### config.mk
export PLATFORM = sky130hd
export DESIGN_NAME = trap_edge_seq
export DESIGN_NICKNAME = d
export VERILOG_FILES = /design/src/rtl/trap_pkg.sv /design/src/rtl/trap_seg_ctrl.sv /design/src/rtl/trap_cfg_latch.sv /design/src/rtl/trap_stair_out.sv /design/src/rtl/trap_edge_seq.sv
export SDC_FILE = /design/constraint.sdc
export NUM_CORES = 1
export LEC_CHECK = 0
export ABC_AREA = 1
export CAP_MARGIN = 20
export CORE_AREA = 2 2 173 175
export CTS_CLUSTER_SIZE = 8
export DETAILED_ROUTE_END_ITERATION = 10
export DIE_AREA = 0 0 175 177
export DONT_BUFFER_PORTS = 1
export GPL_TIMING_DRIVEN = 0
export PLACE_DENSITY = 0.76
export REMOVE_ABC_BUFFERS = 1
export SYNTH_ARGS = -nofsm -noshare
export SYNTH_HDL_FRONTEND = slang
export SYNTH_SLANG_ARGS = --single-unit
### constraint.sdc
create_clock -name clk -period 11.55 [get_ports clk]
set_input_delay 0 -clock clk [delete_from_list [all_inputs] [get_ports clk]]
set_output_delay 0 -clock clk [all_outputs]
set_load 0.005 [all_outputs]
### src/rtl/trap_pkg.sv
package trap_pkg;
  typedef enum logic [2:0] {
    SEG_IDLE = 3'd0,
    SEG_RISE = 3'd1,
    SEG_HIGH = 3'd2,
    SEG_FALL = 3'd3,
    SEG_LOW  = 3'd4
  } seg_e;
endpackage

### src/rtl/trap_seg_ctrl.sv
module trap_seg_ctrl
  import trap_pkg::*;
#(
  parameter int LEN_W  = 16,
  parameter int STEPS  = 16,
  parameter int STEP_W = $clog2(STEPS) + 1
) (
  input  logic              clk,
  input  logic              rst_n,
  input  logic              enable,
  input  logic [LEN_W-1:0]  high_len_q,
  input  logic [LEN_W-1:0]  low_len_q,
  output seg_e              seg_q,
  output logic [STEP_W-1:0] step_q,
  output seg_e              seg_n,
  output logic [STEP_W-1:0] step_n,
  output logic              latch_ev
);
  localparam logic [STEP_W-1:0] STEP_LAST  = STEP_W'(STEPS);
  localparam logic [STEP_W-1:0] STEP_FIRST = STEP_W'(1);

  logic [LEN_W-1:0] cnt_q, cnt_n;

  always_comb begin
    seg_n  = seg_q;
    step_n = step_q;
    cnt_n  = cnt_q;
    if (!enable) begin
      seg_n  = SEG_IDLE;
      step_n = '0;
      cnt_n  = '0;
    end else begin
      case (seg_q)
        SEG_IDLE: begin
          seg_n  = SEG_RISE;
          step_n = STEP_FIRST;
        end
        SEG_RISE: begin
          if (step_q == STEP_LAST) begin
            seg_n  = SEG_HIGH;
            step_n = '0;
            cnt_n  = high_len_q;
          end else begin
            step_n = step_q + STEP_FIRST;
          end
        end
        SEG_HIGH: begin
          if (cnt_q == '0) begin
            seg_n  = SEG_FALL;
            step_n = STEP_FIRST;
          end else begin
            cnt_n = cnt_q - LEN_W'(1);
          end
        end
        SEG_FALL: begin
          if (step_q == STEP_LAST) begin
            seg_n  = SEG_LOW;
            step_n = '0;
            cnt_n  = low_len_q;
          end else begin
            step_n = step_q + STEP_FIRST;
          end
        end
        SEG_LOW: begin
          if (cnt_q == '0) begin
            seg_n  = SEG_RISE;
            step_n = STEP_FIRST;
          end else begin
            cnt_n = cnt_q - LEN_W'(1);
          end
        end
        default: begin
          seg_n  = SEG_IDLE;
          step_n = '0;
          cnt_n  = '0;
        end
      endcase
    end
  end

  // a new period begins when the next segment is a rising edge entered from elsewhere
  assign latch_ev = (seg_n == SEG_RISE) && (seg_q != SEG_RISE);

  always_ff @(posedge clk or negedge rst_n) begin
    if (!rst_n) begin
      seg_q  <= SEG_IDLE;
      step_q <= '0;
      cnt_q  <= '0;
    end else begin
      seg_q  <= seg_n;
      step_q <= step_n;
      cnt_q  <= cnt_n;
    end
  end

  p_step_range_r4: assert property (@(posedge clk) disable iff (!rst_n)
    (seg_q == SEG_RISE || seg_q == SEG_FALL) |-> (step_q >= STEP_FIRST && step_q <= STEP_LAST))
    else $error("step counter out of range");

  p_rise_to_high_r1: assert property (@(posedge clk) disable iff (!rst_n)
    (seg_q == SEG_RISE && step_q == STEP_LAST && enable) |=> (seg_q == SEG_HIGH))
    else $error("rising edge not followed by high plateau");

  p_high_to_fall_r1: assert property (@(posedge clk) disable iff (!rst_n)
    (seg_q == SEG_HIGH && cnt_q == '0 && enable) |=> (seg_q == SEG_FALL && step_q == STEP_FIRST))
    else $error("high plateau not followed by falling edge");

  p_low_to_rise_r1: assert property (@(posedge clk) disable iff (!rst_n)
    (seg_q == SEG_LOW && cnt_q == '0 && enable) |=> (seg_q == SEG_RISE && step_q == STEP_FIRST))
    else $error("low plateau not followed by rising edge");
endmodule

### src/rtl/trap_cfg_latch.sv
module trap_cfg_latch #(
  parameter int DATA_W = 14,
  parameter int LEN_W  = 16
) (
  input  logic              clk,
  input  logic              rst_n,
  input  logic              latch_ev,
  input  logic              idle_n,
  input  logic [LEN_W-1:0]  high_len,
  input  logic [LEN_W-1:0]  low_len,
  input  logic [DATA_W-1:0] high_code,
  input  logic [DATA_W-1:0] low_code,
  output logic [LEN_W-1:0]  hl_q,
  output logic [LEN_W-1:0]  ll_q,
  output logic [DATA_W-1:0] hi_q,
  output logic [DATA_W-1:0] lo_q,
  output logic [DATA_W-1:0] hi_e,
  output logic [DATA_W-1:0] lo_e,
  output logic [DATA_W-1:0] base_e
);
  logic [DATA_W-1:0] base_q;

  // values in force for the sample being computed this cycle
  assign hi_e   = latch_ev ? high_code : hi_q;
  assign lo_e   = latch_ev ? low_code  : lo_q;
  assign base_e = latch_ev ? lo_q      : base_q;

  always_ff @(posedge clk or negedge rst_n) begin
    if (!rst_n) begin
      hl_q   <= '0;
      ll_q   <= '0;
      hi_q   <= '0;
      lo_q   <= '0;
      base_q <= '0;
    end else if (latch_ev) begin
      hl_q   <= high_len;
      ll_q   <= low_len;
      hi_q   <= high_code;
      lo_q   <= low_code;
      base_q <= lo_q;
    end else if (idle_n) begin
      lo_q <= low_code;
    end
  end

  p_hold_cfg_r5: assert property (@(posedge clk) disable iff (!rst_n)
    (!latch_ev && !idle_n) |=> ($stable(hi_q) && $stable(lo_q) && $stable(hl_q) && $stable(ll_q)))
    else $error("settings moved outside a period start");
endmodule

### src/rtl/trap_stair_out.sv
module trap_stair_out
  import trap_pkg::*;
#(
  parameter int DATA_W = 14,
  parameter int STEPS  = 16,
  parameter int STEP_W = $clog2(STEPS) + 1
) (
  input  logic              clk,
  input  logic              rst_n,
  input  seg_e              seg_n,
  input  logic [STEP_W-1:0] step_n,
  input  logic              latch_ev,
  input  logic [DATA_W-1:0] hi_e,
  input  logic [DATA_W-1:0] lo_e,
  input  logic [DATA_W-1:0] base_e,
  input  logic [DATA_W-1:0] low_code,
  output logic [DATA_W-1:0] dac_q,
  output logic              mark_q
);
  localparam int PROD_W = DATA_W + STEP_W + 2;
  localparam logic signed [PROD_W-1:0] STEPS_S = PROD_W'(STEPS);

  function automatic logic [DATA_W-1:0] stair_code(
    input logic [DATA_W-1:0] from_c,
    input logic [DATA_W-1:0] to_c,
    input logic [STEP_W-1:0] k
  );
    logic signed [PROD_W-1:0] sa, sb, sk, q, s;
    sa = signed'({{(PROD_W-DATA_W){1'b0}}, from_c});
    sb = signed'({{(PROD_W-DATA_W){1'b0}}, to_c});
    sk = signed'({{(PROD_W-STEP_W){1'b0}}, k});
    q  = ((sb - sa) * sk) / STEPS_S;
    s  = sa + q;
    return s[DATA_W-1:0];
  endfunction

  logic [DATA_W-1:0] dac_d;

  always_comb begin
    case (seg_n)
      SEG_RISE: dac_d = stair_code(base_e, hi_e, step_n);
      SEG_HIGH: dac_d = hi_e;
      SEG_FALL: dac_d = stair_code(hi_e, lo_e, step_n);
      SEG_LOW:  dac_d = lo_e;
      default:  dac_d = low_code;
    endcase
  end

  always_ff @(posedge clk or negedge rst_n) begin
    if (!rst_n) begin
      dac_q  <= '0;
      mark_q <= 1'b0;
    end else begin
      dac_q  <= dac_d;
      mark_q <= latch_ev;
    end
  end
endmodule

### src/rtl/trap_edge_seq.sv
module trap_edge_seq
  import trap_pkg::*;
#(
  parameter int DATA_W = 14,
  parameter int LEN_W  = 16,
  parameter int STEPS  = 16
) (
  input  logic              clk,
  input  logic              rst_n,
  input  logic              enable,
  input  logic [LEN_W-1:0]  high_len,
  input  logic [LEN_W-1:0]  low_len,
  input  logic [DATA_W-1:0] high_code,
  input  logic [DATA_W-1:0] low_code,
  output logic [DATA_W-1:0] dac_code,
  output logic              rise_start
);
  localparam int STEP_W = $clog2(STEPS) + 1;
  localparam logic [STEP_W-1:0] STEP_LAST = STEP_W'(STEPS);

  seg_e              seg_q, seg_n;
  logic [STEP_W-1:0] step_q, step_n;
  logic              latch_ev;
  logic              idle_n;
  logic [LEN_W-1:0]  hl_q, ll_q;
  logic [DATA_W-1:0] hi_q, lo_q, hi_e, lo_e, base_e;

  assign idle_n = (seg_n == SEG_IDLE);

  trap_seg_ctrl #(.LEN_W(LEN_W), .STEPS(STEPS), .STEP_W(STEP_W)) u_ctrl (
    .clk(clk), .rst_n(rst_n), .enable(enable),
    .high_len_q(hl_q), .low_len_q(ll_q),
    .seg_q(seg_q), .step_q(step_q), .seg_n(seg_n), .step_n(step_n),
    .latch_ev(latch_ev)
  );

  trap_cfg_latch #(.DATA_W(DATA_W), .LEN_W(LEN_W)) u_cfg (
    .clk(clk), .rst_n(rst_n), .latch_ev(latch_ev), .idle_n(idle_n),
    .high_len(high_len), .low_len(low_len),
    .high_code(high_code), .low_code(low_code),
    .hl_q(hl_q), .ll_q(ll_q), .hi_q(hi_q), .lo_q(lo_q),
    .hi_e(hi_e), .lo_e(lo_e), .base_e(base_e)
  );

  trap_stair_out #(.DATA_W(DATA_W), .STEPS(STEPS), .STEP_W(STEP_W)) u_out (
    .clk(clk), .rst_n(rst_n), .seg_n(seg_n), .step_n(step_n),
    .latch_ev(latch_ev), .hi_e(hi_e), .lo_e(lo_e), .base_e(base_e),
    .low_code(low_code), .dac_q(dac_code), .mark_q(rise_start)
  );

  p_mark_rise_r6: assert property (@(posedge clk) disable iff (!rst_n)
    rise_start |-> (seg_q == SEG_RISE && step_q == STEP_W'(1)))
    else $error("marker outside rising step 1");

  p_rise_end_r4: assert property (@(posedge clk) disable iff (!rst_n)
    (seg_q == SEG_RISE && step_q == STEP_LAST) |-> (dac_code == hi_q))
    else $error("rising edge misses high level");

  p_fall_end_r4: assert property (@(posedge clk) disable iff (!rst_n)
    (seg_q == SEG_FALL && step_q == STEP_LAST) |-> (dac_code == lo_q))
    else $error("falling edge misses low level");

  p_high_level_r2: assert property (@(posedge clk) disable iff (!rst_n)
    (seg_q == SEG_HIGH) |-> (dac_code == hi_q))
    else $error("high plateau level wrong");

  p_low_level_r3: assert property (@(posedge clk) disable iff (!rst_n)
    (seg_q == SEG_LOW) |-> (dac_code == lo_q))
    else $error("low plateau level wrong");

  p_idle_low_r7: assert property (@(posedge clk) disable iff (!rst_n)
    !enable |=> (dac_code == $past(low_code) && !rise_start))
    else $error("disabled output not parked on low level");
endmodule

==> Word level (Yosys, flattened, before mapping) <==
Cells that the tools add are included.
{ "word_totals": {"register_bits": 113, "output_inout_bits": 15, "elab_cells": 67} }
{ "classes": {"add_sub_neg": 8, "n_mul": 2, "eq_ne": 14, "n_mux": 21, "bitwise": 2, "n_reduce_logical": 10} }
{ "ops": {"columns": ["op", "count"], "rows": [
  ["14-bit two-way mux", 5],
  ["16-bit two-way mux", 4],
  ["16-bit one-hot mux with 4 select lines", 1],
  ["14-bit one-hot mux with 4 select lines", 1],
  ["15-bit by 6-bit multiplier with 21-bit output", 2],
  ["14-bit by 14-bit subtractor with 15-bit output", 2],
  ["14-bit by 1-bit adder with 14-bit output", 2],
  ["14-bit adder", 2],
  ["16-bit logical NOT", 1],
  ["16-bit by 1-bit subtractor with 16-bit output, second input constant", 1],
  ["3-bit two-way mux", 5],
  ["5-bit two-way mux", 3],
  ["3-bit one-hot mux with 5 select lines", 1],
  ["5-bit one-hot mux with 3 select lines", 1],
  ["3-bit by 2-bit == test with 1-bit output, second input constant", 4],
  ["4-bit OR reduction", 2],
  ["3-bit by 1-bit == test with 1-bit output, second input constant", 2],
  ["3-bit == test, second input constant", 2],
  ["3-bit logical NOT", 2],
  ["3-bit by 2-bit != test with 1-bit output, second input constant", 2],
  ["5-bit by 1-bit adder with 5-bit output, second input constant", 1],
  ["5-bit == test, second input constant", 1],
  ["4-bit AND reduction", 1],
  ["2-bit OR reduction", 2],
  ["other kinds (6)", 7]
]} }

==> Longest topological paths before layout <==
Gate-level depths: netlist of the first run.
{ "depth": {"word_depth": 14, "depth_mapped": 57, "depth_no_buf": 53} }

==> By module <==
Synthesis of the first run repeated with hierarchy kept, for this count alone.
{ "unflattened": {"hier_cells": 1952, "area_unflattened_um2": 13850.8} }
{ "modules_own_cells": {"columns": ["module", "instances", "cells_per_inst", "area_per_inst_um2", "seq_area_each_um2"], "rows": [
  ["trap_stair_out", 1, 1315, 8933.6, 375.4],
  ["trap_cfg_latch", 1, 345, 3075.4, 1851.8],
  ["trap_seg_ctrl", 1, 288, 1824.2, 600.6],
  ["trap_edge_seq", 1, 4, 17.5, 0.0]
]} }

==> Worst setup path before layout of the first run <==
OpenSTA, ideal clock, no wires.
{ "synth_timing": {"path_type": "register to register", "start": "register u_ctrl.step_q[0]", "end": "register u_out.dac_q[6]", "setup_ns": 0.119, "arrival_time_ns": 8.076, "required_ns": 11.431, "setup_slack_ns": 3.356, "path_stages_with_launch": 54, "n_path_buf": 2, "synth_period_minus_slack_ns": 8.194, "cell_sequence": "dfrtp_1 -> inv_1 -> ha_1 -> nand2_1 -> nor2_2 -> nor2_2 -> nor2_2 -> nand2_4 -> nand4_4 -> clkinv_4 -> buf_6 -> buf_2 -> o21ai_0 -> inv_1 -> ha_1 -> nand2_1 -> o21ai_2 -> nand2_1 -> (+18 left out) -> nor2_1 -> nor2_1 -> o21ai_0 -> xnor2_1 -> a21oi_1 -> fa_1 -> inv_1 -> fa_1 -> inv_1 -> nand3_1 -> a21oi_2 -> nand2_1 -> nand2_1 -> nand2_1 -> nand3_1 -> o21ai_1 -> nor2_1 -> nand2_1"} }
{ "synth_via": {"elab_chain_len": 14, "word_cells_on_any_way": 31, "classes_between": "add/sub: 7; mul: 2; eq/ne: 5; mux: 12; bitwise: 2; reduce/logical: 3"} }
{ "synth_rtl": {"columns": ["element", "line", "text"], "rows": [
  ["from (decl)", "trap_seg_ctrl.sv:14", "output logic [STEP_W-1:0] step_q,"],
  ["from (signal assigned)", "trap_seg_ctrl.sv:91", "step_q <= step_n;"],
  ["5-bit == test *", "trap_seg_ctrl.sv:39, trap_seg_ctrl.sv:56", null],
  ["3-bit two-way mux (on tied branches)", "trap_seg_ctrl.sv:56, trap_seg_ctrl.sv:39", null],
  ["3-bit one-hot mux with 5 select lines *", "trap_seg_ctrl.sv:33", "case (seg_q)"],
  ["3-bit two-way mux *", "trap_seg_ctrl.sv:28", "if (!enable) begin"],
  ["3-bit by 1-bit == test with 1-bit output *", "trap_seg_ctrl.sv:82", "assign latch_ev = (seg_n == SEG_RISE) && (seg_q != SEG_RISE);"],
  ["1-bit logical AND *", "trap_seg_ctrl.sv:82", null],
  ["14-bit two-way mux *", null, null],
  ["via hi_e[1]", "trap_edge_seq.sv:26", "logic [DATA_W-1:0] hi_q, lo_q, hi_e, lo_e, base_e;"],
  ["14-bit by 14-bit subtractor with 15-bit output", "trap_stair_out.sv:32", "q = ((sb - sa) * sk) / STEPS_S;"],
  ["15-bit by 6-bit multiplier with 21-bit output", "trap_stair_out.sv:32", null],
  ["4-bit OR reduction (no source line)", null, null],
  ["1-bit AND (no source line)", null, null],
  ["14-bit by 1-bit adder with 14-bit output (no source line)", null, null],
  ["14-bit adder", "trap_stair_out.sv:33", "s = sa + q;"],
  ["14-bit one-hot mux with 4 select lines *", "trap_stair_out.sv:40", "case (seg_n)"],
  ["via u_out.dac_d[6]", "trap_stair_out.sv:37", "logic [DATA_W-1:0] dac_d;"],
  ["to (signal assigned)", "trap_stair_out.sv:51", "dac_q <= '0;"],
  ["to (signal assigned)", "trap_stair_out.sv:54", "dac_q <= dac_d;"],
  ["to (decl)", "trap_stair_out.sv:17", "output logic [DATA_W-1:0] dac_q,"]
]} }
Mark *: on every way through the listed nets, which the timed path passes. The rest lies on a longest branch.
A chain may end at the register's enable or synchronous reset.

==> Worst setup path after layout of the first run <==
{ "layout_timing": {"start": "register u_ctrl.seg_q[0]", "end": "register u_out.dac_q[6]"} }
{ "layout_via": {"word_cells_on_any_way": 37, "classes_between": "add/sub: 6; mul: 2; eq/ne: 9; mux: 12; bitwise: 2; reduce/logical: 6"} }
{ "layout_lines": {"columns": ["element", "line", "text"], "rows": [
  ["from (decl)", "trap_seg_ctrl.sv:13", "output seg_e seg_q,"],
  ["from (signal assigned)", "trap_seg_ctrl.sv:90", "seg_q <= seg_n;"],
  ["3-bit == test (tied with other cells)", "trap_seg_ctrl.sv:33", null],
  ["3-bit one-hot mux with 5 select lines", "trap_seg_ctrl.sv:33", null],
  ["3-bit two-way mux", "trap_seg_ctrl.sv:28", null],
  ["3-bit by 1-bit == test with 1-bit output", "trap_seg_ctrl.sv:82", null],
  ["1-bit logical AND *", "trap_seg_ctrl.sv:82", null],
  ["14-bit two-way mux *", null, null],
  ["via base_e[7]", "trap_edge_seq.sv:26", null],
  ["14-bit by 14-bit subtractor with 15-bit output *", "trap_stair_out.sv:32", null],
  ["15-bit by 6-bit multiplier with 21-bit output *", "trap_stair_out.sv:32", null],
  ["1-bit AND (no source line)", null, null],
  ["14-bit by 1-bit adder with 14-bit output (no source line) *", null, null],
  ["14-bit adder *", "trap_stair_out.sv:33", null],
  ["14-bit one-hot mux with 4 select lines *", "trap_stair_out.sv:40", null],
  ["via u_out.dac_d[6]", "trap_stair_out.sv:37", null]
]} }
Marks and branches as above.

==> results.md, run 1 <==
- Routability-driven placement congestion ratio: 0.929
- Initial core utilization: 0.490
- Kind of critical path: reg2reg
- CTS tree: built
- Crit path time final: 10.54 ns
- Final instance area: 16000 um^2
- Storage element area: 2830 um^2
- Number of flops mapped to enable cells by yosys: 0
- Fin crit share: 0.913
- CP most frequent cell: inv_1
- Switching portion of total power: 0.483
- Post-Synthesis Cells: 2008
- Root Buffer: clkbuf_16
- Hold Crit Class: in2reg
- Vias: 13313
- Synth unique cells: 61
- Crit path to: u_out.dac_q[6]
- Initial antenna violation count: 1
- RSZ-0062 raised after global routing: no
- Vias in the first global route: 12996
- First-pass GRT wire length: 65200 um
- Final hold violations: 0
- Seq pwr share: 0.191
- CTS Buf Count: 17
- Final Max Tran Viols: 0
- Hold-critical path depth: 2
- Final net count: 2327
- Internal Power: 1350 uW
- Worst Setup Start Kind: flop
- Synth top area share: 0.198
- GRT overflow: 0
- Filler cell count: 2729
- Synth Register Bits: 113
- Slowest stage delay, CP: 0.84 ns
- Drc violations: 0
- # clock sinks: 113
- Combinational fraction of design power: 0.580
- Ant. Diodes: 0
- Final WS setup: 1.01 ns
- Sw power: 1260 uW
- Worst endpoint data arrival time: 10.83 ns
- Crit path from: u_ctrl.seg_q[0]
- Area growth, synth to finish: 11.5%
- Least-Margin Pin Slew: 1.10 ns
- Async S/R FF share, synth: 1.00
- Max cap viols: 0
- Die area: 31000 um^2
- Outcome: finished, final reports clean
- Via density: 5.43
- Die H: 177 um
- R2R Setup Slk: 1.01 ns
- VDD IR max: 115 uV
- R2R Path Start: u_ctrl.seg_q[0]
- Hold_sp: high_code[9]
- Drt initial violations: 1195
- Layout cells sized above 1: 0.0883
- CP Max Fanout: 118
- Cell Rows: 63
- Core area: 29200 um^2
- Setup violators final: 0
- Max_slew headroom: 0.264
- Worst path slowest cell: bufinv_8
- Die width: 175 um
- Clk slew on worst S/H paths: 0.06 ns
- Worst Path Required: 11.84 ns
- I/O Buffers: 0
- Largest net degree at the start of global routing: 119
- DRT Pass-1 Iters: 9
- Total wire length: 39800 um
- Maximum clock frequency: 94.9 MHz
- Worst r2r path cells: 51
- Place WS: 0.563 ns
- Routed Antenna Nets: 0
- Seq/Total Area, Yosys: 0.198
- Capturing element type of the critical path: flop
- Post-DP HPWL: 30800 um
- Pwr Total: 2610 uW
- Mapped Avg Cell Area: 7.13 um^2
- Mapped Area: 14300 um^2
- Synth warn: 0
- Multi-input logic area: 9710 um^2
- Top Ports: 78
- Clock share of power: 0.230
- Reg-to-Reg End: u_out.dac_q[6]
- LEAKAGE: 0.00832 uW
- Post-synth top flop: dfrtp_1
- Synth area leader: dfrtp_1
- Clk Latency, worst-skew pair: 0.42 ns
- Gr usage total: 0.264
- Cell Pwr Density: 163 nW/um^2
- CTS max path bufs: 2
- Top post-synthesis cells by area: dfrtp_1 (20%), fa_1 (14%), inv_1 (11%)
- Post-placement cell area: 14700 um^2
- Final setup TNS: 0 ns
- # H-tree levels: 4
- Clk_skew: 0.0100 ns
- Avg WL per Cell: 16.2 um
cells in the final DEF, fill, tap and decap left out, drive strengths merged, types with 18 or more instances in the layout:
cell           n
a21oi         78
ha           117
nand2        414
dfrtp        113
nor2         245
nor3          23
nand4         29
inv          424
dlygate4sd3   55
nand3        134
o21ai        148
fa            98
or2           18
xnor2         19
xor2          37
clkbuf        18
layer usage:
metal,GRT usage,vias up,wire (um)
met2,0.438,474,18300
met5,0,-,14
li1,-,6411,-
met3,0.0434,78,2890
met4,0.0799,2,1140
met1,0.354,6348,17400
registers in the layout, summed over array words and instances, names as in the netlist:
signal / cells
u_cfg.ll_q: 16
u_cfg.hl_q: 16
u_ctrl.seg_q: 3
u_out.mark_q: 1
u_out.dac_q: 14
u_ctrl.step_q: 5
u_ctrl.cnt_q: 16
u_cfg.hi_q: 14
u_cfg.lo_q: 14
u_cfg.base_q: 14
synth_stat cells (all sizes together) (3+ instances only):
library cell	number
a211oi	4
or2	18
a31oi	4
o21ai	148
inv	421
a21oi	78
o22ai	10
xnor2	19
fa	98
a22o	3
o21bai	8
nor3	23
nor2	245
dfrtp	113
a32oi	4
a221oi	4
nand3b	5
nand4	29
clkbuf	28
ha	117
a21o	3
clkinv	3
nand3	134
buf	12
nand2	414
xor2	37
o221ai	10
what timing repair did:
action	in CTS	in global routing
gates resized for setup	0	2
endpoints found under the setup margin	0	8
hold endpoints to repair	192	0
setup buffers	0	0
hold buffers	56	0
cell families after synthesis:
family,after synthesis,synth area share
and+or+nand+nor,870,0.281
buffers and inverters,464,0.125
AOI/OAI and AO/OA,288,0.118
adders and majority gates,215,0.239
DFF,113,0.198
xor gates and xnor gates,56,0.0379
muxes,2,0.00157
area by class of cell:
| class | count | share of cell area |
|---|---|---|
| sequential | 113 | 0.177 |
| inverter | 424 | 0.101 |
| clock inverter | 14 | 0.0143 |
| clock buffer | 18 | 0.0269 |
| tap | 390 | 0.0306 |
| multi-input combinational | 1431 | 0.608 |
| timing repair buffer | 62 | 0.0420 |
power by group through the flow:
stage	registers (uW)	clock network, uW	logic, uW
final	497	599	1510
after global placement	502	0	1430
after detailed placement	502	0	1460
after floorplan	492	0	1120
after global routing	504	623	1700
after CTS	497	602	1490
worst min path at each step:
stage                            to  slack (ns)
floorplan           u_cfg.base_q[0]       -0.30
global placement      u_cfg.ll_q[8]       -0.29
detailed placement    u_cfg.hl_q[8]       -0.29
CTS                  u_out.dac_q[0]      0.0009
global route         u_out.dac_q[0]        0.01
finish                u_cfg.hi_q[9]        0.03
stage by stage:
stage                      util  hold WS, ns  instances
after detailed placement  0.503       -0.293       2362
after global placement    0.500       -0.293       2358
after floorplan               -       -0.296       1968
final                     0.546       0.0253       2452
after global routing      0.546       0.0114       2452
after CTS                 0.545     0.000887       2450
worst max-delay path: cells and delay by family (launching register included):
family / cells / cell delay, ns
simple gates: 25 / 3.68
fa+ha+maj: 7 / 2.89
compound gates: 8 / 1.61
buf+inv: 10 / 1.52
flops: 1 / 0.45
xor+xnor: 1 / 0.18
(Power assumes the default switching activity.)
==> inputs of run 2 (changes only) <==
--- a/config.mk
+++ b/config.mk
@@ -7,13 +7,15 @@
 export LEC_CHECK = 0
 export ABC_AREA = 1
 export CAP_MARGIN = 20
-export CORE_AREA = 2 2 173 175
+export CELL_PAD_IN_SITES_DETAIL_PLACEMENT = 1
+export CELL_PAD_IN_SITES_GLOBAL_PLACEMENT = 2
+export CORE_AREA = 2 2 198 200
 export CTS_CLUSTER_SIZE = 8
 export DETAILED_ROUTE_END_ITERATION = 10
-export DIE_AREA = 0 0 175 177
+export DIE_AREA = 0 0 200 202
 export DONT_BUFFER_PORTS = 1
 export GPL_TIMING_DRIVEN = 0
-export PLACE_DENSITY = 0.76
+export PLACE_DENSITY = 0.93
 export REMOVE_ABC_BUFFERS = 1
 export SYNTH_ARGS = -nofsm -noshare
 export SYNTH_HDL_FRONTEND = slang
==> run 2 against run 1 <==
Effect of this change:
- total power about the same
- design area increased by 0.83%
- critical path type unchanged
- flip-flop and latch count unchanged
- non-clock buffer count increased by 1
- final cell count increased by 5.3%
- clock power decreased by 9.2%
- critical path depth increased by 1
- combinational power increased by 3%
- first-iteration DRC count decreased by 32%
- sequential power about the same
==> results.md, run 2 (synthesis results as in run 1) <==
- Crit path from: u_ctrl.step_q[0] (was u_ctrl.seg_q[0])
- Worst Setup Start Kind: flop (unchanged)
- Layout cells sized above 1: 0.0896 (was 0.0883)
- Final Max Tran Viols: 0 (unchanged)
- Gr usage total: 0.236 (was 0.264)
- Final WS setup: 1.26 ns (was 1.01 ns)
- CP most frequent cell: inv_1 (unchanged)
- Core area: 38300 um^2 (was 29200 um^2)
- Cell Pwr Density: 162 nW/um^2 (was 163 nW/um^2)
- Commonest non-fill, non-tap cell in the layout: inv_1 (unchanged)
- Final setup TNS: 0 ns (unchanged)
- Initial antenna violation count: 3 (was 1)
- Core Util, Final: 0.420 (was 0.546)
- Max cap viols: 0 (unchanged)
- Filler cell count: 4831 (was 2729)
- Kind of critical path: reg2reg (unchanged)
- Post-DP HPWL: 36600 um (was 30800 um)
- Fin crit share: 0.891 (was 0.913)
- I/O Buffers: 0 (unchanged)
- Root Buffer: clkbuf_16 (unchanged)
- GRT overflow: 0 (unchanged)
- R2R Path Start: u_ctrl.step_q[0] (was u_ctrl.seg_q[0])
- Die area: 40400 um^2 (was 31000 um^2)
- Max_slew headroom: 0.251 (was 0.264)
- Final net count: 2329 (was 2327)
- Slowest stage delay, CP: 0.55 ns (was 0.84 ns)
- Worst endpoint data arrival time: 10.59 ns (was 10.83 ns)
- Routed Antenna Nets: 0 (unchanged)
- Via density: 5.18 (was 5.43)
- Clk slew on worst S/H paths: 0.06 ns (about the same)
- Drt initial violations: 812 (was 1195)
- Hold Crit Class: in2reg (unchanged)
- Maximum clock frequency: 97.2 MHz (was 94.9 MHz)
- Most frequent cells in the layout: inv_1 (405), nand2_1 (375), nor2_1 (213) (unchanged)
- Area growth, synth to finish: 12.4% (was 11.5%)
- Setup violators final: 0 (unchanged)
- RSZ-0062 raised after global routing: no (unchanged)
- Vias in the first global route: 14071 (was 12996)
- Vias: 13373 (was 13313)
- Routability-driven placement congestion ratio: 0.890 (was 0.929)
- Outcome: finished, final reports clean (unchanged)
- Initial core utilization: 0.374 (was 0.490)
- Cell Rows: 72 (was 63)
- DRT Pass-1 Iters: 5 (was 9)
- CTS tree: built (unchanged)
- Place WS: 0.224 ns (was 0.563 ns)
- Final hold violations: 0 (unchanged)
- Die width: 200 um (was 175 um)
- Die H: 202 um (was 177 um)
- Top Ports: 78 (unchanged)
- Clk Latency, worst-skew pair: 0.44 ns (was 0.42 ns)
- VDD IR max: 103 uV (was 115 uV)
- Total wire length: 46500 um (was 39800 um)
- Hold_sp: low_code[6] (was high_code[9])
- LEAKAGE: 0.00829 uW (was 0.00832 uW)
- # clock sinks: 113 (unchanged)
- Drc violations: 0 (unchanged)
- CP Max Fanout: 118 (unchanged)
- Least-Margin Pin Slew: 1.12 ns (was 1.10 ns)
- Avg WL per Cell: 18.0 um (was 16.2 um)
- Worst path slowest cell: nand4_4 (was bufinv_8)
- # H-tree levels: 4 (unchanged)
- Worst Path Required: 11.85 ns (was 11.84 ns)
- First-pass GRT wire length: 75100 um (was 65200 um)
- CTS Buf Count: 17 (unchanged)
- Largest net degree at the start of global routing: 119 (unchanged)
- Capturing element type of the critical path: flop (unchanged)
- Clk_skew: 0.0104 ns (was 0.0100 ns)
- Crit path time final: 10.29 ns (was 10.54 ns)
- CTS max path bufs: 2 (unchanged)
- Largest regs: u_cfg.hl_q x16, u_cfg.ll_q x16, u_ctrl.cnt_q x16 (unchanged)
- Postcts setup bufs: 0 (unchanged)
==> run 2: cell count changes in the layout (fill, tap and decap cells not counted), moves of 3 or more <==
cell and change:
clkinv_2 +3, clkinvlp_4 +3, bufinv_16 -3, clkinv_4 -4, clkbuf_8 +3
==> run 2: path summary, 6_finish.rpt <==
| kind | to | slack [ns] | cells past startpoint |
|---|---|---|---|
| min in group asynchronous | u_cfg.hl_q[2] | 0.16 | 2 |
| max in group asynchronous | u_out.dac_q[11] | 10.84 | 2 |
| worst min register to register | u_cfg.hl_q[2] | 0.50 | 2 |
| worst min-delay path | u_out.dac_q[6] | 0.03 | 6 |
| worst max-delay path | u_out.dac_q[6] | 1.26 | 52 |
| worst max register to register | u_out.dac_q[6] | 1.26 | 52 |
==> run 2: what timing repair did <==
action / in CTS / in global routing
endpoints found under the hold margin: 191 / 0
gates resized for setup: 0 / 6
endpoints found under the setup margin: 0 / 13
hold buffers: 57 / 0
==> run 2: worst max-delay path, delay by kind of cell (launching register included) <==
kind / cells / cell delay (ns)
AND/OR/NAND/NOR: 22 / 3.05
adder cells (fa/ha/maj): 8 / 3.03
AO/OA/AOI/OAI: 9 / 1.95
buffers and inverters: 12 / 1.41
flip-flops: 1 / 0.40
XOR/XNOR: 1 / 0.21
==> run 2: area by class of cell <==
type                       instances  area [um^2]  area share
multi-input combinational       1432         9720       0.604
sequential                       113         2830       0.176
inverter                         424         1610       0.100
timing repair buffer              63          681      0.0423
tap                              518          648      0.0403
clock buffer                      20          467      0.0290
clock inverter                    12          131     0.00816
antenna                            1         2.50    0.000156
==> run 2: where the power goes <==
part | leakage [uW] | switching, uW | internal [uW]
Clock | 0.000285 | 209 | 335
Sequential | 0.00139 | 34.1 | 464
Combinational | 0.00661 | 1070 | 500
Total | 0.00829 | 1310 | 1300
==> run 2: metrics by stage <==
stage	instance area (um^2)	hold WS [ns]	std cells	power, uW
2_1_floorplan	14100	-0.296	1968	1610
3_3_place_gp	14800	-0.293	2486	1970
3_5_place_dp	14900	-0.293	2492	2020
4_1_cts	16100	0.0201	2581	2610
5_1_grt	16100	0.0643	2583	2830
6_report	16100	0.0339	2583	2610
==> run 2: per-layer routing <==
metal | vias up | global-route usage | wire, um
li1 | 6405 | - | -
met1 | 6615 | 0.321 | 21300
met2 | 296 | 0.395 | 22000
met3 | 55 | 0.0360 | 2330
met4 | 2 | 0.0513 | 828
met5 | - | 0 | 14
==> inputs of run 3 (changes only) <==
==> constraint.sdc (replaced) <==
create_clock -name clk -period 11.55 [get_ports clk]
set_input_delay 1.155 -clock clk [delete_from_list [all_inputs] [get_ports clk]]
set_output_delay 1.155 -clock clk [all_outputs]
set_load 0.005 [all_outputs]
==> run 3 against run 2 <==
Effect of this change:
- sequential share of layout area rose by 0.67 points
- first-iteration DRC count fell by 16%
- combinational power about the same
- largest cell class unchanged
- setup slack worse by 0.0068 ns
- hold slack improved by 0.39 ns
- largest power group unchanged
- critical path depth down 1
- clock skew is 0.00076 ns lower
- routed wire length decreased by 3.4%
==> results.md, run 3 (synthesis results as in run 1) <==
- Slowest stage delay, CP: 0.55 ns (about the same)
- CTS max path bufs: 2 (unchanged)
- Reg-to-Reg End: u_out.dac_q[6] (unchanged)
- Hold Crit Class: in2async (was in2reg)
- R2R Setup Slk: 1.25 ns (was 1.26 ns)
- Area growth, synth to finish: 8.26% (was 12.4%)
- Clk Latency, worst-skew pair: 0.43 ns (was 0.44 ns)
- Commonest non-fill, non-tap cell in the layout: inv_1 (unchanged)
- Ant. Diodes: 0 (was 1)
- Worst Path Required: 11.85 ns (about the same)
- # clock sinks: 113 (unchanged)
- Outcome: finished, final reports clean (unchanged)
- Largest net degree at the start of global routing: 119 (unchanged)
- Crit path to: u_out.dac_q[6] (unchanged)
- I/O Buffers: 0 (unchanged)
- Initial core utilization: 0.374 (unchanged)
- Post-DP HPWL: 36600 um (unchanged)
- DRT Pass-1 Iters: 5 (unchanged)
- Filler cell count: 4865 (was 4831)
- DP Cell Count: 2492 (unchanged)
- Gr usage total: 0.228 (was 0.236)
- Worst r2r path cells: 51 (was 52)
- Top Ports: 78 (unchanged)
- Final hold slack: 0.423 ns (was 0.0339 ns)
- Cell Pwr Density: 166 nW/um^2 (was 162 nW/um^2)
- Worst Setup Start Kind: flop (unchanged)
- # H-tree levels: 4 (unchanged)
- Non-filler cells, final: 2525 (was 2583)
- Core area: 38300 um^2 (unchanged)
- Root Buffer: clkbuf_16 (unchanged)
- Worst endpoint data arrival time: 10.59 ns (about the same)
- Largest regs: u_cfg.hl_q x16, u_cfg.ll_q x16, u_ctrl.cnt_q x16 (unchanged)
- Maximum clock frequency: 97.1 MHz (was 97.2 MHz)
- Drc violations: 0 (unchanged)
- R2R Path Start: u_ctrl.step_q[0] (unchanged)
- Clk_skew: 0.00968 ns (was 0.0104 ns)
- Final hold violations: 0 (unchanged)
- Worst path slowest cell: nand4_4 (unchanged)
- Fin crit share: 0.892 (was 0.891)
- CP Max Fanout: 21 (was 118)
- CP most frequent cell: inv_1 (unchanged)
- Final Max Tran Viols: 0 (unchanged)
- Clk slew on worst S/H paths: 0.06 ns (about the same)
- CTS Buf Count: 17 (unchanged)
- Setup violators final: 0 (unchanged)
- Capturing element type of the critical path: flop (unchanged)
- Die area: 40400 um^2 (unchanged)
- Layout cells sized above 1: 0.0917 (was 0.0896)
- Max_slew headroom: 0.245 (was 0.251)
- Final setup TNS: 0 ns (unchanged)
- Kind of critical path: reg2reg (unchanged)
- Postcts setup bufs: 0 (unchanged)
- Max cap viols: 0 (unchanged)
- Via density: 5.15 (was 5.18)
- Total wire length: 44900 um (was 46500 um)
- CTS tree: built (unchanged)
- Cell Rows: 72 (unchanged)
- Final net count: 2272 (was 2329)
- GRT overflow: 0 (unchanged)
- Crit path time final: 10.30 ns (was 10.29 ns)
- VDD IR max: 101 uV (was 103 uV)
- Most frequent cells in the layout: inv_1 (405), nand2_1 (375), nor2_1 (213) (unchanged)
- Initial antenna violation count: 1 (was 3)
- Vias in the first global route: 13609 (was 14071)
- Crit path from: u_ctrl.step_q[0] (unchanged)
- RSZ-0062 raised after global routing: no (unchanged)
- Die width: 200 um (unchanged)
- Drt initial violations: 684 (was 812)
- Vias: 13009 (was 13373)
- Routability-driven placement congestion ratio: 0.890 (unchanged)
- Avg WL per Cell: 17.8 um (was 18.0 um)
- LEAKAGE: 0.00804 uW (was 0.00829 uW)
- Least-Margin Pin Slew: 1.13 ns (was 1.12 ns)
- Die H: 202 um (unchanged)
- First-pass GRT wire length: 72700 um (was 75100 um)
- Routed Antenna Nets: 0 (unchanged)
## run 3: per-stage QoR
step	worst slack [ns]	power [uW]	area [um^2]	util
6_report	1.25	2570	15500	0.405
5_1_grt	0.344	2800	15500	0.405
4_1_cts	0.0751	2580	15500	0.404
3_5_place_dp	0.224	2020	14900	0.388
3_3_place_gp	0.421	1970	14800	0.386
2_1_floorplan	2.69	1610	14100	-
## run 3: final cells by class
| cell class | count | area [um^2] | share of cell area |
|---|---|---|---|
| clock buffers | 20 | 467 | 0.0301 |
| clock inverters | 12 | 131 | 0.00848 |
| inverters | 424 | 1610 | 0.104 |
| multi-input cells | 1432 | 9720 | 0.627 |
| flip-flops and latches | 113 | 2830 | 0.182 |
| well taps | 518 | 648 | 0.0418 |
| repair buffers | 6 | 92.6 | 0.00597 |
## run 3: per-layer routing
metal | GRT usage | up-vias | wire length, um
met5 | 0 | - | 0
met4 | 0.0492 | 0 | 830
met3 | 0.0397 | 47 | 2370
met2 | 0.378 | 256 | 21000
met1 | 0.311 | 6423 | 20600
li1 | - | 6283 | -
## run 3: worst min-delay path by stage
stage                          to  slack [ns]  depth (start not counted)
global route        u_cfg.ll_q[3]        0.40                          0
global placement    u_cfg.hl_q[2]        0.48                          2
finish              u_cfg.ll_q[3]        0.42                          0
CTS                 u_cfg.ll_q[3]        0.41                          0
floorplan           u_cfg.ll_q[2]        0.45                          2
detailed placement  u_cfg.ll_q[1]        0.50                          2
## run 3: power by group
part | total, uW | internal (uW) | switching, uW
clock | 542 | 335 | 207
combinational | 1530 | 485 | 1050
sequential | 497 | 464 | 33.1
## run 3: worst max-delay path: cells and delay by family (launching register included)
kind	cells	cell delay (ns)
adder cells (fa/ha/maj)	8	3.07
XOR/XNOR	1	0.21
buffers and inverters	11	1.03
AO/OA/AOI/OAI	9	1.89
flip-flops	1	0.40
AND/OR/NAND/NOR	22	3.50
## run 3: what timing repair did
action                                  in CTS  in global routing
hold buffers                                 0                  0
resized for setup                            0                  6
endpoints found under the setup margin       0                 12
endpoints found under the hold margin        0                  0
